$ cat src/rtl/msi_frame_pkg.sv
package msi_frame_pkg;

   localparam int unsigned ADDR_W    = 12;
   localparam int unsigned DATA_W    = 32;
   localparam int unsigned NUM_W     = 10;
   localparam int unsigned NUM_SHIFT = 32;
   localparam int unsigned NUM_CEIL  = 1020;
   localparam int unsigned LINE_CAP  = 128;

   localparam logic [ADDR_W-1:0] OFS_TYPE     = 12'h008;
   localparam logic [ADDR_W-1:0] OFS_DOORBELL = 12'h040;
   localparam logic [ADDR_W-1:0] OFS_IDENT    = 12'hFCC;
   localparam logic [ADDR_W-1:0] OFS_ZERO_LO  = 12'hFD0;
   localparam logic [ADDR_W-1:0] OFS_ZERO_HI  = 12'hFFC;

   localparam logic [11:0] IDENT_PRODUCT = 12'h051;

   typedef enum logic [1:0] {
      SEL_NONE,
      SEL_TYPE,
      SEL_IDENT,
      SEL_ZERO
   } rd_sel_e;

   typedef struct packed {
      logic    rd_ok;
      logic    ring;
      logic    bad;
      rd_sel_e sel;
   } frame_dec_t;

endpackage

$ cat src/rtl/msi_frame_decode.sv
module msi_frame_decode
   import msi_frame_pkg::*;
(
   input  logic              valid,
   input  logic              write,
   input  logic [ADDR_W-1:0] addr,
   input  logic [2:0]        size,
   output frame_dec_t        dec
);

   logic    rd_size_ok;
   logic    wr_size_ok;
   rd_sel_e map_sel;

   assign rd_size_ok = (size == 3'd4);
   assign wr_size_ok = (size == 3'd2) || (size == 3'd4);

   always_comb begin
      if (addr == OFS_TYPE)
         map_sel = SEL_TYPE;
      else if (addr == OFS_IDENT)
         map_sel = SEL_IDENT;
      else if (addr >= OFS_ZERO_LO && addr <= OFS_ZERO_HI)
         map_sel = SEL_ZERO;
      else
         map_sel = SEL_NONE;
   end

   always_comb begin
      dec = '0;
      dec.sel = SEL_NONE;
      if (valid) begin
         if (write) begin
            if (addr == OFS_DOORBELL && wr_size_ok)
               dec.ring = 1'b1;
            else
               dec.bad = 1'b1;
         end else begin
            if (map_sel != SEL_NONE && rd_size_ok) begin
               dec.rd_ok = 1'b1;
               dec.sel   = map_sel;
            end else begin
               dec.bad = 1'b1;
            end
         end
      end
   end

endmodule

$ cat src/rtl/msi_id_window.sv
module msi_id_window
   import msi_frame_pkg::*;
#(
   parameter int unsigned FIRST     = 32,
   parameter int unsigned NUM_LINES = 64
) (
   input  logic                 ring,
   input  logic [NUM_W-1:0]     num,
   output logic [NUM_LINES-1:0] hit
);

   localparam int unsigned LAST = FIRST + NUM_LINES;

   logic [31:0]      num_w;
   logic             in_win;
   logic [NUM_W-1:0] local_idx;

   assign num_w     = 32'(num);
   assign in_win    = (num_w >= FIRST) && (num_w < LAST);
   assign local_idx = num - NUM_W'(FIRST);

   for (genvar i = 0; i < NUM_LINES; i++) begin : g_line_hit
      assign hit[i] = ring && in_win && (local_idx == NUM_W'(i));
   end

endmodule

$ cat src/rtl/msi_pulse_line.sv
module msi_pulse_line (
   input  logic clk,
   input  logic rst,
   input  logic hit,
   output logic pulse
);

   logic pend_q;
   logic pulse_q;
   logic fire;
   logic pend_d;

   assign fire   = (hit || pend_q) && !pulse_q;
   assign pend_d = pend_q ? (hit || !fire) : (hit && !fire);

   always_ff @(posedge clk) begin
      if (rst) begin
         pend_q  <= 1'b0;
         pulse_q <= 1'b0;
      end else begin
         pend_q  <= pend_d;
         pulse_q <= fire;
      end
   end

   assign pulse = pulse_q;

endmodule

$ cat src/rtl/msi_doorbell_frame.sv
module msi_doorbell_frame
   import msi_frame_pkg::*;
#(
   parameter int unsigned BASE_OFS  = 0,
   parameter int unsigned NUM_LINES = 64
) (
   input  logic                 clk,
   input  logic                 rst,
   input  logic                 req_valid,
   input  logic                 req_write,
   input  logic [11:0]          req_addr,
   input  logic [2:0]           req_size,
   input  logic [31:0]          req_wdata,
   output logic                 req_ready,
   output logic                 rsp_valid,
   output logic [31:0]          rsp_rdata,
   output logic [NUM_LINES-1:0] irq_pulse,
   output logic                 access_err
);

   localparam int unsigned FIRST = BASE_OFS + NUM_SHIFT;
   localparam logic [DATA_W-1:0] TYPE_WORD =
      (DATA_W'(FIRST) << 16) | DATA_W'(NUM_LINES);
   localparam logic [DATA_W-1:0] IDENT_WORD = {IDENT_PRODUCT, 20'h0_0000};

   // elaboration-time parameter checks
   if (NUM_LINES < 1 || NUM_LINES > LINE_CAP) begin : g_bad_count
      $fatal(1, "msi_doorbell_frame: NUM_LINES out of range");
   end
   if (FIRST + NUM_LINES > NUM_CEIL) begin : g_bad_window
      $fatal(1, "msi_doorbell_frame: window passes highest interrupt number");
   end

   frame_dec_t           dec;
   logic [NUM_LINES-1:0] hit;
   logic [DATA_W-1:0]    rd_word;
   logic                 unused_wdata_hi;

   assign unused_wdata_hi = ^req_wdata[DATA_W-1:NUM_W];

   msi_frame_decode i_decode (
      .valid (req_valid),
      .write (req_write),
      .addr  (req_addr),
      .size  (req_size),
      .dec   (dec)
   );

   msi_id_window #(
      .FIRST     (FIRST),
      .NUM_LINES (NUM_LINES)
   ) i_window (
      .ring (dec.ring),
      .num  (req_wdata[NUM_W-1:0]),
      .hit  (hit)
   );

   for (genvar i = 0; i < NUM_LINES; i++) begin : g_pulse
      msi_pulse_line i_line (
         .clk   (clk),
         .rst   (rst),
         .hit   (hit[i]),
         .pulse (irq_pulse[i])
      );
   end

   always_comb begin
      unique case (dec.sel)
         SEL_TYPE:  rd_word = TYPE_WORD;
         SEL_IDENT: rd_word = IDENT_WORD;
         default:   rd_word = '0;
      endcase
   end

   always_ff @(posedge clk) begin
      if (rst) begin
         rsp_valid  <= 1'b0;
         rsp_rdata  <= '0;
         access_err <= 1'b0;
      end else begin
         rsp_valid  <= req_valid;
         rsp_rdata  <= dec.rd_ok ? rd_word : '0;
         access_err <= access_err || dec.bad;
      end
   end

   assign req_ready = 1'b1;

endmodule

$ cat config.mk
export PLATFORM = sky130hd
export DESIGN_NAME = msi_doorbell_frame
export DESIGN_NICKNAME = d
export VERILOG_FILES = /design/src/rtl/msi_frame_pkg.sv /design/src/rtl/msi_frame_decode.sv /design/src/rtl/msi_id_window.sv /design/src/rtl/msi_pulse_line.sv /design/src/rtl/msi_doorbell_frame.sv
export SDC_FILE = /design/constraint.sdc
export NUM_CORES = 1
export LEC_CHECK = 0
export ABC_AREA = 1
export BUFFER_PORTS_ARGS = -buffer_cell sky130_fd_sc_hd__buf_2
export CAP_MARGIN = 20
export CORE_ASPECT_RATIO = 0.7
export CORE_MARGIN = 10
export CORE_UTILIZATION = 35
export CTS_CLUSTER_SIZE = 28
export DETAILED_ROUTE_END_ITERATION = 8
export PLACE_DENSITY = 0.64
export SETUP_SLACK_MARGIN = 0.4
export SLEW_MARGIN = 20
export SYNTH_ARGS = -nofsm -noshare
export SYNTH_HDL_FRONTEND = slang
export SYNTH_SLANG_ARGS = --single-unit
$ cat constraint.sdc
create_clock -name clk -period 1.9 [get_ports clk]
set_clock_uncertainty 0.1 [all_clocks]
set_input_delay 0.285 -clock clk [delete_from_list [all_inputs] [get_ports clk]]
set_output_delay 0.285 -clock clk [all_outputs]
set_load 0.01 [all_outputs]
==> impl_results.md, run 1 <==
- Outcome: finished clean
- Area Growth Syn to Fin: 25.0%
- Synth cell types: 28
- Number of inserted filler cells in the final layout: ~1800
- Max-cap viol count: 0
- Portion of the post-synthesis area used by sequential elements: 40.9%
- Fmax: 673 MHz
- Largest net degree at the start of global routing: 65
- Initial antenna violation count: 3
- Total number of vias: 5413
- Final setup violation count: 0
- Unrepaired setup endpoints after global routing: true
- Drt pass-1 iters: 5
- Portion of synthesized cell area occupied by the leading cell type: 40.9%
- Flip-flop and latch count after synthesis: ~130
- Wirelength, routed: 17.6 mm
- Area of the die: about 0.024 sq mm
- Hold Path Depth: 3
- Hold violation total from the final report: 0
- Start-to-end type of the worst setup path: in -> reg
- Cell with the biggest individual delay on the critical path: sky130_fd_sc_hd__ha_4
- Power density of the placed cells: about 820 mW/mm^2
- Area of the core region: ~0.018 sq mm
- Final-stage net count: 995
- Sequence of cells on the critical path: buf_12 > inv_12 > ha_4 > buf_6 > inv_4 > nand2_4 > nand3_4 > nor2_4 > buf_12 > buf_4 > nand3_1 > nand2_1 > nand2_1 > nor2_1
- Power Internal: 0.00506 W
- Cell count after placement: about 1100
- Final critical path time including I/O delays and setup: 1.49 ns
- Number of design-rule violations left by the first detailed-router iteration: approximately 330
- Avg Inst Size Synth: ~7.4 sq um
- Width of the die: 182 microns
- Finished Layout Cells: roughly 1200
- Leakage dissipation: 3.39 nW
- Final worst-path setup slack: about 0.41 ns
- Most area-consuming cells after synthesis: sky130_fd_sc_hd__dfxtp_1 41%, sky130_fd_sc_hd__nor2_1 13%, sky130_fd_sc_hd__buf_4 11%
- Share of layout cells above drive strength 1: approximately 28%
- Number of cells on the critical path: 14
- First-pass GRT wire length: approximately 24 mm
- Sequential share of power: a little over two fifths
- Portion of total power attributed to combinational logic: under 10%
- Leading area contributor after synthesis: sky130_fd_sc_hd__dfxtp_1
- Fraction of registers with async set/reset: 0%
- Port bufs: 99
- DRC errors left: 0
- Commonest non-fill, non-tap cell in the layout: sky130_fd_sc_hd__nor2_1
- Switching power as a share of total power: a little under a quarter
- Inserted Clock Buffers: 17
- Worst Setup End Kind: flop
- Detail Placement HPWL: roughly 12 mm
- Fraction of the cycle the final worst path needs: 78.2%
- Total Routing Usage GR: 12.4%
- Crit path max-delay family: simple AND/OR/NAND/NOR gates
- Data arrival time of the critical path: about 1.7 ns
- Type of element launching the critical path: primary input
- Classification of the worst-slack hold path: in -> reg
- Level count of the clock H-tree: 4
- Number of slew-limit violations in the final report: 0
- Site Rows: about 40
- Number of top-level pins: 150
- Cell area after technology mapping: 0.00647 sq mm
- Mean number of vias per cell: between 4 and 5
- Biggest cell delay along the critical path: approximately 0.16 ns
- Clock latency on the worst-skew pair: roughly 0.41 ns
- Top library cells by usage in the layout, fill and taps aside: 225 x sky130_fd_sc_hd__nor2_1, 132 x sky130_fd_sc_hd__dfxtp_1, 118 x sky130_fd_sc_hd__nand2_1, 97 x sky130_fd_sc_hd__buf_2, 52 x sky130_fd_sc_hd__inv_1
- CP max FO: 13
- Buffers and inverters on the worst path: 6
- Worst slack at placement: -0.0569 ns
- Maximum VDD drop: about 0.0005 V
- Clock group share of total power: 51.4%
- Clock transition at the registers of the reported paths: 0.06 ns
- Final weighted congestion of routability-driven global placement: 0.818
- Starting density of the core: around 36%
- Number of global-route vias before repair: 4556
- Primary FF master, synth: sky130_fd_sc_hd__dfxtp_1
- Post-Syn Instances: around 870
- Max Buffers Root-to-Sink: 2
- Depth of the worst register-to-register path: 3
- CTS Root Cell: sky130_fd_sc_hd__clkbuf_16
- Number of clock sinks seen by CTS: between 100 and 150
- Post-DR wirelength/cell: 14.7 microns
- CTS tree: yes
- Routed Antenna Nets: 0
- Synth warnings: 0
- Critical path data required time: approximately 2.2 ns
- Remaining global-route overflow: 0
- Vertical die dimension: approximately 130 microns
- Number of synthesized flops with an enable pin: 0
- Power dissipated by switching net loads: 0.00157 W
registers in the layout (all words and copies together), names as in the netlist:
| signal | cells |
|---|---|
| g_pulse.i_line.pulse | 64 |
| rsp_rdata | 2 |
| access_err | 1 |
| g_pulse.i_line.pend_q | 64 |
| rsp_valid | 1 |
layer usage:
| metal | vias up | part of all wire (%) | GRT usage, % |
|---|---|---|---|
| met4 | 2 | 0.93 | 2.57 |
| li1 | 2790 | - | - |
| met1 | 2483 | 46 | 15.8 |
| met5 | - | 0.074 | 0 |
| met3 | 14 | 7.6 | 5.19 |
| met2 | 124 | 46 | 19.0 |
stage by stage:
stage / utilization (%) / setup TNS [ns] / cell area, sq um / hold WS [ns] / power [W]
floorplan: - / 0 / 6710 / 0.254 / 0.00309
global placement: 37.9 / 0 / 6850 / 0.321 / 0.00316
detailed placement: 37.9 / -0.553 / 6850 / 0.321 / 0.00316
CTS: 41.4 / 0 / 7480 / 0.0581 / 0.00657
global route: 44.7 / 0 / 8080 / 0.103 / 0.00683
finish: 44.8 / 0 / 8090 / 0.0751 / 0.00663
power groups by stage:
| stage | clock network (W) | logic (W) | registers, W |
|---|---|---|---|
| after global placement | 0 | 0.000327 | 0.00283 |
| final | 0.00341 | 0.000451 | 0.00277 |
| after global routing | 0.00358 | 0.000479 | 0.00277 |
| after floorplan | 0 | 0.000260 | 0.00283 |
| after detailed placement | 0 | 0.000332 | 0.00283 |
| after CTS | 0.00346 | 0.000335 | 0.00277 |
timing repair:
item | CTS | global route
setup buffers | 0 | 18
gates cloned | 0 | 10
hold buffers | 1 | 0
setup endpoints to repair | 8 | 122
pin swaps | 1 | 62
endpoints found under the hold margin | 2 | 0
gates resized for setup | 1 | 51
synthesized netlist by cell type, types with 2 or more instances:
master,n
sky130_fd_sc_hd__nor2_1,231
sky130_fd_sc_hd__dfxtp_1,132
sky130_fd_sc_hd__nand2_1,125
sky130_fd_sc_hd__buf_4,98
sky130_fd_sc_hd__inv_1,55
sky130_fd_sc_hd__a21oi_1,49
sky130_fd_sc_hd__nand3_1,49
sky130_fd_sc_hd__o21bai_1,48
sky130_fd_sc_hd__nand3_2,26
sky130_fd_sc_hd__buf_2,8
sky130_fd_sc_hd__buf_1,6
sky130_fd_sc_hd__nor2_4,6
sky130_fd_sc_hd__nor3_1,5
sky130_fd_sc_hd__buf_6,4
sky130_fd_sc_hd__nand4_1,4
sky130_fd_sc_hd__inv_2,3
sky130_fd_sc_hd__nor2_2,3
sky130_fd_sc_hd__buf_12,2
sky130_fd_sc_hd__clkbuf_1,2
sky130_fd_sc_hd__conb_1,2
sky130_fd_sc_hd__ha_1,2
sky130_fd_sc_hd__nand2_4,2
area by class of cell:
type	count	area (sq um)	share of cell area, %
clock buffers	18	439	5.43
inverters	58	249	3.08
clock inverters	14	176	2.18
flip-flops and latches	132	2640	32.7
diodes	3	7.51	0.0929
repair buffers	150	1220	15.1
multi-input cells	583	3060	37.8
well taps	236	295	3.65
final timing paths:
check	start	endpoint	slack [ns]
worst min-delay path	req_valid	rsp_valid	0.08
worst max-delay path	req_wdata[5]	g_pulse[61].i_line.pulse	0.41
worst min register to register	g_pulse[7].i_line.pulse	g_pulse[7].i_line.pulse	0.32
worst max register to register	g_pulse[0].i_line.pend_q	g_pulse[0].i_line.pend_q	1.09
worst min-delay path, stage by stage:
cell	delay (ns)
sky130_fd_sc_hd__buf_2	0.10
sky130_fd_sc_hd__inv_1	0.09
sky130_fd_sc_hd__nor2_1	0.06
cell families (layout without fill, tap and decap cells):
kind of cell               after synthesis  in the layout  share of synthesized area [%]
AOI/OAI and AO/OA                       98             98                           9.44
other                                    2             31                          0.116
adders and majority gates                2              2                          0.387
DFF                                    132            132                           40.9
buffers and inverters                  179            240                           17.4
and+or+nand+nor                        455            455                           31.8
Note: power is estimated with default switching activity, not from simulation.
==> run 2, diff against run 1 <==
Settings changed: ABC_AREA 1 to 0, PLACE_DENSITY 0.64 to 0.66.
Clock period 1.9 ns to 1.3 ns, I/O delays scaled along.
==> impl_results.md, run 2 <==
- Number of diodes: 0 (was 3)
- Final setup violation count: 131 (was 0)
- Area of the core region: 0.0180 sq mm (was 0.0181 sq mm)
- Fraction of the cycle the final worst path needs: 138%
- Level count of the clock H-tree: 4 (unchanged)
- Final worst-path setup slack: -0.491 ns (was 0.414 ns)
- Power dissipated by switching net loads: 0.00226 W (was 0.00157 W)
- Sequential share of power: 42.8% (was 41.8%)
- Biggest cell delay along the critical path: 0.57 ns (was 0.16 ns)
- Buffers and inverters on the worst path: 3 (was 6)
- Cell with the most instances after synthesis: sky130_fd_sc_hd__dfxtp_1 (was sky130_fd_sc_hd__nor2_1)
- Synth warnings: 0 (unchanged)
- Total power of the final layout: 0.00938 W (was 0.00663 W)
- Worst Hold Margin: -0.0457 ns (was 0.0751 ns)
- Clock group share of total power: 51.3% (was 51.4%)
- Maximum VDD drop: 0.000622 V (was 0.000496 V)
- Portion of total power attributed to combinational logic: 5.9% (was 6.8%)
- Max Buffers Root-to-Sink: 2 (unchanged)
- Hold violation total from the final report: 2 (was 0)
- Clock latency on the worst-skew pair: 0.42 ns (was 0.41 ns)
- Number of synthesized flops with an enable pin: 0 (unchanged)
- Clock transition at the registers of the reported paths: 0.06 ns (about the same)
- Fraction of registers with async set/reset: 0% (unchanged)
- Flip-flop and latch count after synthesis: 132 (unchanged)
- CTS Root Cell: sky130_fd_sc_hd__clkbuf_16 (unchanged)
- Beginning of the critical path: req_addr[1] (was req_wdata[5])
- Remaining global-route overflow: 0 (unchanged)
- Top library cells by usage in the layout, fill and taps aside: 118 x sky130_fd_sc_hd__buf_4, 82 x sky130_fd_sc_hd__buf_6, 70 x sky130_fd_sc_hd__inv_1, 64 x sky130_fd_sc_hd__dfxtp_1, 60 x sky130_fd_sc_hd__nand2_1 (was 225 x sky130_fd_sc_hd__nor2_1, 132 x sky130_fd_sc_hd__dfxtp_1, 118 x sky130_fd_sc_hd__nand2_1, 97 x sky130_fd_sc_hd__buf_2, 52 x sky130_fd_sc_hd__inv_1)
- Outcome: complete, but fails checks (was finished clean)
- Sequence of cells on the critical path: buf_2 > or4_4 > or4_4 > buf_6 > nor3_4 > buf_12 > nand2_1 > a21oi_1 (was buf_12 > inv_12 > ha_4 > buf_6 > inv_4 > nand2_4 > nand3_4 > nor2_4 > buf_12 > buf_4 > nand3_1 > nand2_1 > nand2_1 > nor2_1)
- First-pass GRT wire length: 28.5 mm (was 24.3 mm)
- CTS tree: yes (unchanged)
- Leading area contributor after synthesis: sky130_fd_sc_hd__dfxtp_1 (unchanged)
- Mean number of vias per cell: 4.88 (was 4.53)
- Drt pass-1 iters: 5 (unchanged)
- Inserted Clock Buffers: 17 (unchanged)
- Port bufs: 99 (unchanged)
- Portion of the post-synthesis area used by sequential elements: 41.5% (was 40.9%)
- Top cell types by occurrence after synthesis: 132 x sky130_fd_sc_hd__dfxtp_1, 95 x sky130_fd_sc_hd__buf_4, 72 x sky130_fd_sc_hd__inv_1, 61 x sky130_fd_sc_hd__nand2_1, 48 x sky130_fd_sc_hd__a22oi_1 (was 231 x sky130_fd_sc_hd__nor2_1, 132 x sky130_fd_sc_hd__dfxtp_1, 125 x sky130_fd_sc_hd__nand2_1, 98 x sky130_fd_sc_hd__buf_4, 55 x sky130_fd_sc_hd__inv_1)
- Final critical path time including I/O delays and setup: about 1.8 ns
- Width of the die: 181 microns (was 182 microns)
- Primary FF master, synth: sky130_fd_sc_hd__dfxtp_1 (unchanged)
- Fmax: around 560 MHz
- Switching power as a share of total power: 24.1% (was 23.7%)
- Post-DR wirelength/cell: 16.0 microns (was 14.7 microns)
- Leakage dissipation: 3.73 nW (was 3.39 nW)
- Power Internal: 0.00712 W (was 0.00506 W)
- Commonest non-fill, non-tap cell in the layout: sky130_fd_sc_hd__buf_4 (was sky130_fd_sc_hd__nor2_1)
- Largest net degree at the start of global routing: 37 (was 65)
- Number of clock sinks seen by CTS: 132 (unchanged)
- Wirelength, routed: 18.4 mm (was 17.6 mm)
- Vertical die dimension: 133 microns (was 134 microns)
- Unrepaired setup endpoints after global routing: true (unchanged)
- Crit path max-delay family: simple AND/OR/NAND/NOR gates (unchanged)
- Site Rows: 41 (unchanged)
- Cell area after technology mapping: 0.00637 sq mm (was 0.00647 sq mm)
- Cell with the biggest individual delay on the critical path: sky130_fd_sc_hd__or4_4 (was sky130_fd_sc_hd__ha_4)
- Area of placed instances: 0.00735 sq mm (was 0.00685 sq mm)
- Failing checks: hold timing, setup timing
- Worst slack at placement: -0.957 ns (was -0.0569 ns)
- Total Routing Usage GR: 14.5% (was 12.4%)
- Final weighted congestion of routability-driven global placement: 0.863 (was 0.818)
- Critical path data required time: 1.54 ns (was 2.15 ns)
- Worst Setup End Kind: flop (unchanged)
- Routed Antenna Nets: 0 (unchanged)
- Total number of vias: 5604 (was 5413)
- Max-cap viol count: 0 (unchanged)
- TNS Setup: -54.38 ns (was 0 ns)
- Most area-consuming cells after synthesis: sky130_fd_sc_hd__dfxtp_1 41%, sky130_fd_sc_hd__buf_4 11%, sky130_fd_sc_hd__a22oi_1 5.7% (was sky130_fd_sc_hd__dfxtp_1 41%, sky130_fd_sc_hd__nor2_1 13%, sky130_fd_sc_hd__buf_4 11%)
- Final-stage net count: 953 (was 995)
- Detail Placement HPWL: 12.5 mm (was 11.7 mm)
- Share of layout cells above drive strength 1: 44.7% (was 27.7%)
- Number of slew-limit violations in the final report: 0 (unchanged)
- Power density of the placed cells: 1020 mW/mm^2 (was 820 mW/mm^2)
- CP max FO: 10 (was 13)
- Starting density of the core: 35.5% (was 35.8%)
- Classification of the worst-slack hold path: in -> reg (unchanged)
- Avg Inst Size Synth: 8.58 sq um (was 7.45 sq um)
- Beginning of the worst hold path: req_addr[6] (was req_valid)
- Portion of synthesized cell area occupied by the leading cell type: 41.5% (was 40.9%)
- Number of design-rule violations left by the first detailed-router iteration: 369 (was 332)
- Data arrival time of the critical path: 2.03 ns (was 1.73 ns)
- Initial antenna violation count: 0 (was 3)
- Number of global-route vias before repair: 5234 (was 4556)
- DRC errors left: 0 (unchanged)
- Type of element launching the critical path: primary input (unchanged)
- FF-to-FF Start: g_pulse[33].i_line.pulse (was g_pulse[0].i_line.pend_q)
- Start-to-end type of the worst setup path: in -> reg (unchanged)
- Area of the die: 0.0241 sq mm (was 0.0244 sq mm)
- Number of top-level pins: 150 (unchanged)
- Final Instance Area: 0.00919 sq mm (was 0.00809 sq mm)
- Synth cell types: 49 (was 28)
- Area Growth Syn to Fin: 44.2% (was 25.0%)
- Most prevalent standard cell on the critical path: sky130_fd_sc_hd__or4_4
- Post-Syn Instances: 742 (was 868)
[run 2: cell types whose count changed in the layout (fill, tap and decap cells not counted), moves of 20 or more]
| cell | before | now |
|---|---|---|
| sky130_fd_sc_hd__a22oi_1 | 0 | 34 |
| sky130_fd_sc_hd__buf_4 | 21 | 118 |
| sky130_fd_sc_hd__buf_6 | 9 | 82 |
| sky130_fd_sc_hd__o21ai_0 | 1 | 21 |
| sky130_fd_sc_hd__nor2_1 | 225 | 34 |
| sky130_fd_sc_hd__o21bai_1 | 47 | 0 |
| sky130_fd_sc_hd__dfxtp_1 | 132 | 64 |
| sky130_fd_sc_hd__nand3_2 | 39 | 0 |
| sky130_fd_sc_hd__dfxtp_2 | 0 | 50 |
| sky130_fd_sc_hd__o21ai_1 | 0 | 28 |
| sky130_fd_sc_hd__buf_2 | 97 | 26 |
| sky130_fd_sc_hd__nand2_1 | 118 | 60 |
[run 2: layout make-up]
class | count | area (sq um)
fill | 1600 | 8770
tap | 236 | 295
inverter | 73 | 277
timing repair buffer | 245 | 2310
multi-input combinational | 431 | 2940
clock buffer | 18 | 439
sequential | 132 | 2770
clock inverter | 14 | 151
[run 2: metal layers]
layer  GRT usage (%)  wire length [microns]
met3            6.13                   1430
met4            3.74                    133
met1            19.2                   8660
met2            21.3                   8200
met5               0                      0
[run 2: power by group through the flow]
stage | clock, W | combinational (W) | sequential, W
5_1_grt | 0.00506 | 0.000595 | 0.00401
4_1_cts | 0.00486 | 0.000529 | 0.00403
3_5_place_dp | 0 | 0.000511 | 0.00414
6_report | 0.00482 | 0.000553 | 0.00401
3_3_place_gp | 0 | 0.000505 | 0.00414
2_1_floorplan | 0 | 0.000301 | 0.00414
[run 2: path summary, 6_finish.rpt]
kind,endpoint,slack (ns),cells after the start
worst max-delay path,g_pulse[6].i_line.pulse,-0.49,8
worst min-delay path,rsp_rdata[21],-0.05,3
worst max register to register,g_pulse[33].i_line.pend_q,0.16,4
worst min register to register,g_pulse[44].i_line.pulse,0.32,1
[run 2: kinds of logic (layout without fill, tap and decap cells)]
logic type               Yosys count  in the layout  share of synthesized area, %
AO/OA/AOI/OAI                    205            205                          21.4
XOR/XNOR                           1              1                         0.138
adder cells (fa/ha/maj)            2              2                         0.393
buffers and inverters            205            350                          18.1
flip-flops                       132            132                          41.5
other                              2             28                         0.118
AND/OR/NAND/NOR                  195            195                          18.3
[run 2: worst min-delay path, delay by kind of cell]
kind,cells,cell delay [ns]
buf+inv,2,0.20
simple gates,1,0.04
[run 2: repair_timing]
item / CTS / global route
pin swaps: 26 / 9
setup endpoints to repair: 202 / 202
buffers inserted: 45 / 17
gates resized for setup: 158 / 77
endpoints found under the hold margin: 2 / 2
[run 2: stage by stage]
step / instances / util [%]
after floorplan: 768 / -
after global placement: 1055 / 41.0
after detailed placement: 1055 / 41.0
after CTS: 1132 / 49.0
after global routing: 1149 / 51.2
final: 1149 / 51.2
==> run 3, diff against run 2 <==
Settings changed: ABC_AREA 0 to 1.
==> impl_results.md, run 3 (synthesis gave the netlist of run 1 again) <==
- Clock latency on the worst-skew pair: 0.41 ns (was 0.42 ns)
- Area of placed instances: 0.00719 sq mm (was 0.00735 sq mm)
- Fmax: 678 MHz (was 558 MHz)
- Met2 wirelength from detailed routing: 9.46 mm (was 8.20 mm)
- CTS tree: yes (unchanged)
- Buffers and inverters on the worst path: 6 (was 3)
- Number of slew-limit violations in the final report: 0 (unchanged)
- Data arrival time of the critical path: 1.73 ns (was 2.03 ns)
- Drt pass-1 iters: 5 (unchanged)
- CTS Root Cell: sky130_fd_sc_hd__clkbuf_16 (unchanged)
- Failing checks: setup timing (was hold timing, setup timing)
- Critical path data required time: 1.55 ns (was 1.54 ns)
- Number of design-rule violations left by the first detailed-router iteration: 410 (was 369)
- Area of the die: 0.0244 sq mm (was 0.0241 sq mm)
- Total Routing Usage GR: 14.7% (was 14.5%)
- Level count of the clock H-tree: 4 (unchanged)
- Fraction of the cycle the final worst path needs: 113% (was 138%)
- Power dissipated by switching net loads: 0.00227 W (was 0.00226 W)
- Finished Layout Cells: 1293 (was 1149)
- CP max FO: 5 (was 10)
- Max Buffers Root-to-Sink: 2 (unchanged)
- Routed Antenna Nets: 0 (unchanged)
- Top library cells by usage in the layout, fill and taps aside: 208 x sky130_fd_sc_hd__nor2_1, 109 x sky130_fd_sc_hd__buf_4, 93 x sky130_fd_sc_hd__nand2_1, 90 x sky130_fd_sc_hd__buf_6 (was 118 x sky130_fd_sc_hd__buf_4, 82 x sky130_fd_sc_hd__buf_6, 70 x sky130_fd_sc_hd__inv_1, 64 x sky130_fd_sc_hd__dfxtp_1, 60 x sky130_fd_sc_hd__nand2_1)
- Share of layout cells above drive strength 1: 46.6% (was 44.7%)
- Area of the core region: 0.0181 sq mm (was 0.0180 sq mm)
- First-pass GRT wire length: 29.0 mm (was 28.5 mm)
- DRC errors left: 0 (unchanged)
- Max Used Layer: met5 (was met4)
- Inserted Clock Buffers: 17 (unchanged)
- Final worst-path setup slack: -0.175 ns (was -0.491 ns)
- Remaining global-route overflow: 0 (unchanged)
- Vertical die dimension: 134 microns (was 133 microns)
- Final setup violation count: 103 (was 131)
- Start-to-end type of the worst setup path: in -> reg (unchanged)
- Final-stage net count: 1095 (was 953)
- Clock transition at the registers of the reported paths: 0.06 ns (about the same)
- Type of element launching the critical path: primary input (unchanged)
- Cell with the biggest individual delay on the critical path: sky130_fd_sc_hd__nor2_4 (was sky130_fd_sc_hd__or4_4)
- Clock group share of total power: 46.6% (was 51.3%)
- Number of top-level pins: 150 (unchanged)
- Final Instance Area: 0.00986 sq mm (was 0.00919 sq mm)
- Number of clock sinks seen by CTS: 132 (unchanged)
- Unrepaired setup endpoints after global routing: true (unchanged)
- Port bufs: 99 (unchanged)
- Initial antenna violation count: 3 (was 0)
- Starting density of the core: 35.8% (was 35.5%)
- Total number of vias: 6041 (was 5604)
- Outcome: complete, but fails checks (unchanged)
- Area Growth Syn to Fin: 52.5% (was 44.2%)
- Classification of the worst-slack hold path: in -> reg (unchanged)
- Crit path max-delay family: simple AND/OR/NAND/NOR gates (unchanged)
- Biggest cell delay along the critical path: 0.18 ns (was 0.57 ns)
- Largest net degree at the start of global routing: 51 (was 37)
- Site Rows: 41 (unchanged)
- Final weighted congestion of routability-driven global placement: 0.870 (was 0.863)
- Commonest non-fill, non-tap cell in the layout: sky130_fd_sc_hd__nor2_1 (was sky130_fd_sc_hd__buf_4)
- Worst Setup End Kind: flop (unchanged)
- Leakage dissipation: 3.99 nW (was 3.73 nW)
- Cell count after placement: 1168 (was 1055)
- Met3 wire len: 1.58 mm (was 1.43 mm)
- Number of global-route vias before repair: 5609 (was 5234)
- Maximum VDD drop: 0.000661 V (was 0.000622 V)
- Portion of total power attributed to combinational logic: 9.5% (was 5.9%)
- Total power of the final layout: 0.00922 W (was 0.00938 W)
- Power density of the placed cells: 935 mW/mm^2 (was 1020 mW/mm^2)
- Mean number of vias per cell: 4.67 (was 4.88)
- Width of the die: 182 microns (was 181 microns)
- Max-cap viol count: 0 (unchanged)
- Hold violation total from the final report: 0 (was 2)
- Length of routed wiring on met1: 8.27 mm (was 8.66 mm)
- Sequential share of power: 43.8% (was 42.8%)
- Sequence of cells on the critical path: buf_12 > inv_12 > ha_4 > buf_6 > nand2_4 > nand3_4 > nor2_4 > buf_6 > buf_12 > buf_16 > nand3_2 > o21bai_1 > nand2_1 > nor2_1 (was buf_2 > or4_4 > or4_4 > buf_6 > nor3_4 > buf_12 > nand2_1 > a21oi_1)
- Final critical path time including I/O delays and setup: 1.48 ns (was 1.79 ns)
- Switching power as a share of total power: 24.6% (was 24.1%)
- Detail Placement HPWL: 12.0 mm (was 12.5 mm)
- Wirelength, routed: 19.6 mm (was 18.4 mm)
- Post-DR wirelength/cell: 15.2 microns (was 16.0 microns)
- Power Internal: 0.00695 W (was 0.00712 W)
[run 3: changes by cell type in the layout (fill, tap and decap cells not counted), sizes merged, moves of 9 or more]
| cell | before | now |
|---|---|---|
| nor2 | 35 | 241 |
| nand2 | 61 | 127 |
| a22oi | 48 | 0 |
| o21ai | 49 | 1 |
| o21bai | 0 | 48 |
| nand3 | 42 | 76 |
| inv | 77 | 56 |
| nor4 | 20 | 0 |
| o211ai | 16 | 0 |
| nor2b | 10 | 0 |
| a32oi | 9 | 0 |
| clkbuf | 18 | 27 |
[run 3: through the flow]
stage | setup WS [ns] | utilization [%] | TNS (ns) | hold WS, ns
after floorplan | -0.147 | - | -14.87 | 0.164
after global placement | -0.549 | 39.8 | -53.71 | 0.300
after detailed placement | -0.547 | 39.8 | -57.02 | 0.293
after CTS | -0.0449 | 49.9 | -0.939 | 0.00298
after global routing | -0.256 | 54.6 | -16.89 | 0.0410
final | -0.175 | 54.6 | -5.47 | 0.0243
[run 3: tightest hold or removal path, delay by kind of cell]
family / cells / cell delay, ns
AND/OR/NAND/NOR: 3 / 0.21
buffers and inverters: 1 / 0.10
[run 3: path summary, 6_finish.rpt]
path | end | slack, ns | start | cells after the start
worst min register to register | g_pulse[22].i_line.pulse | 0.32 | g_pulse[22].i_line.pulse | 1
worst min-delay path | rsp_rdata[24] | 0.02 | req_write | 4
worst max register to register | g_pulse[19].i_line.pend_q | 0.31 | g_pulse[19].i_line.pulse | 4
worst max-delay path | g_pulse[5].i_line.pend_q | -0.18 | req_wdata[6] | 14
[run 3: per-layer routing]
layer,track usage (%),up-vias
met5,0,-
met4,5.14,2
met3,5.41,28
met2,22.8,182
met1,18.2,2832
li1,-,2997
[run 3: area by class of cell]
class	instances	area, sq um
multi-input combinational	583	3490
clock buffer	23	468
inverter	58	250
sequential	132	2740
antenna	2	5.00
tap	236	295
timing repair buffer	250	2560
clock inverter	9	56.3
fill	1478	8200
[run 3: power by group through the flow]
stage	registers [W]	clock network [W]	logic [W]
floorplan	0.00414	0	0.000382
global placement	0.00414	0	0.000553
detailed placement	0.00414	0	0.000558
CTS	0.00405	0.00434	0.000717
global route	0.00404	0.00453	0.000924
finish	0.00404	0.00430	0.000878
[run 3: what timing repair did]
action | in CTS | in global routing
cloned | 5 | 3
hold buffers | 1 | 0
endpoints found under the setup margin | 199 | 202
pin swaps | 26 | 105
gates resized for setup | 184 | 131
hold endpoints to repair | 4 | 0
setup buffers | 56 | 26
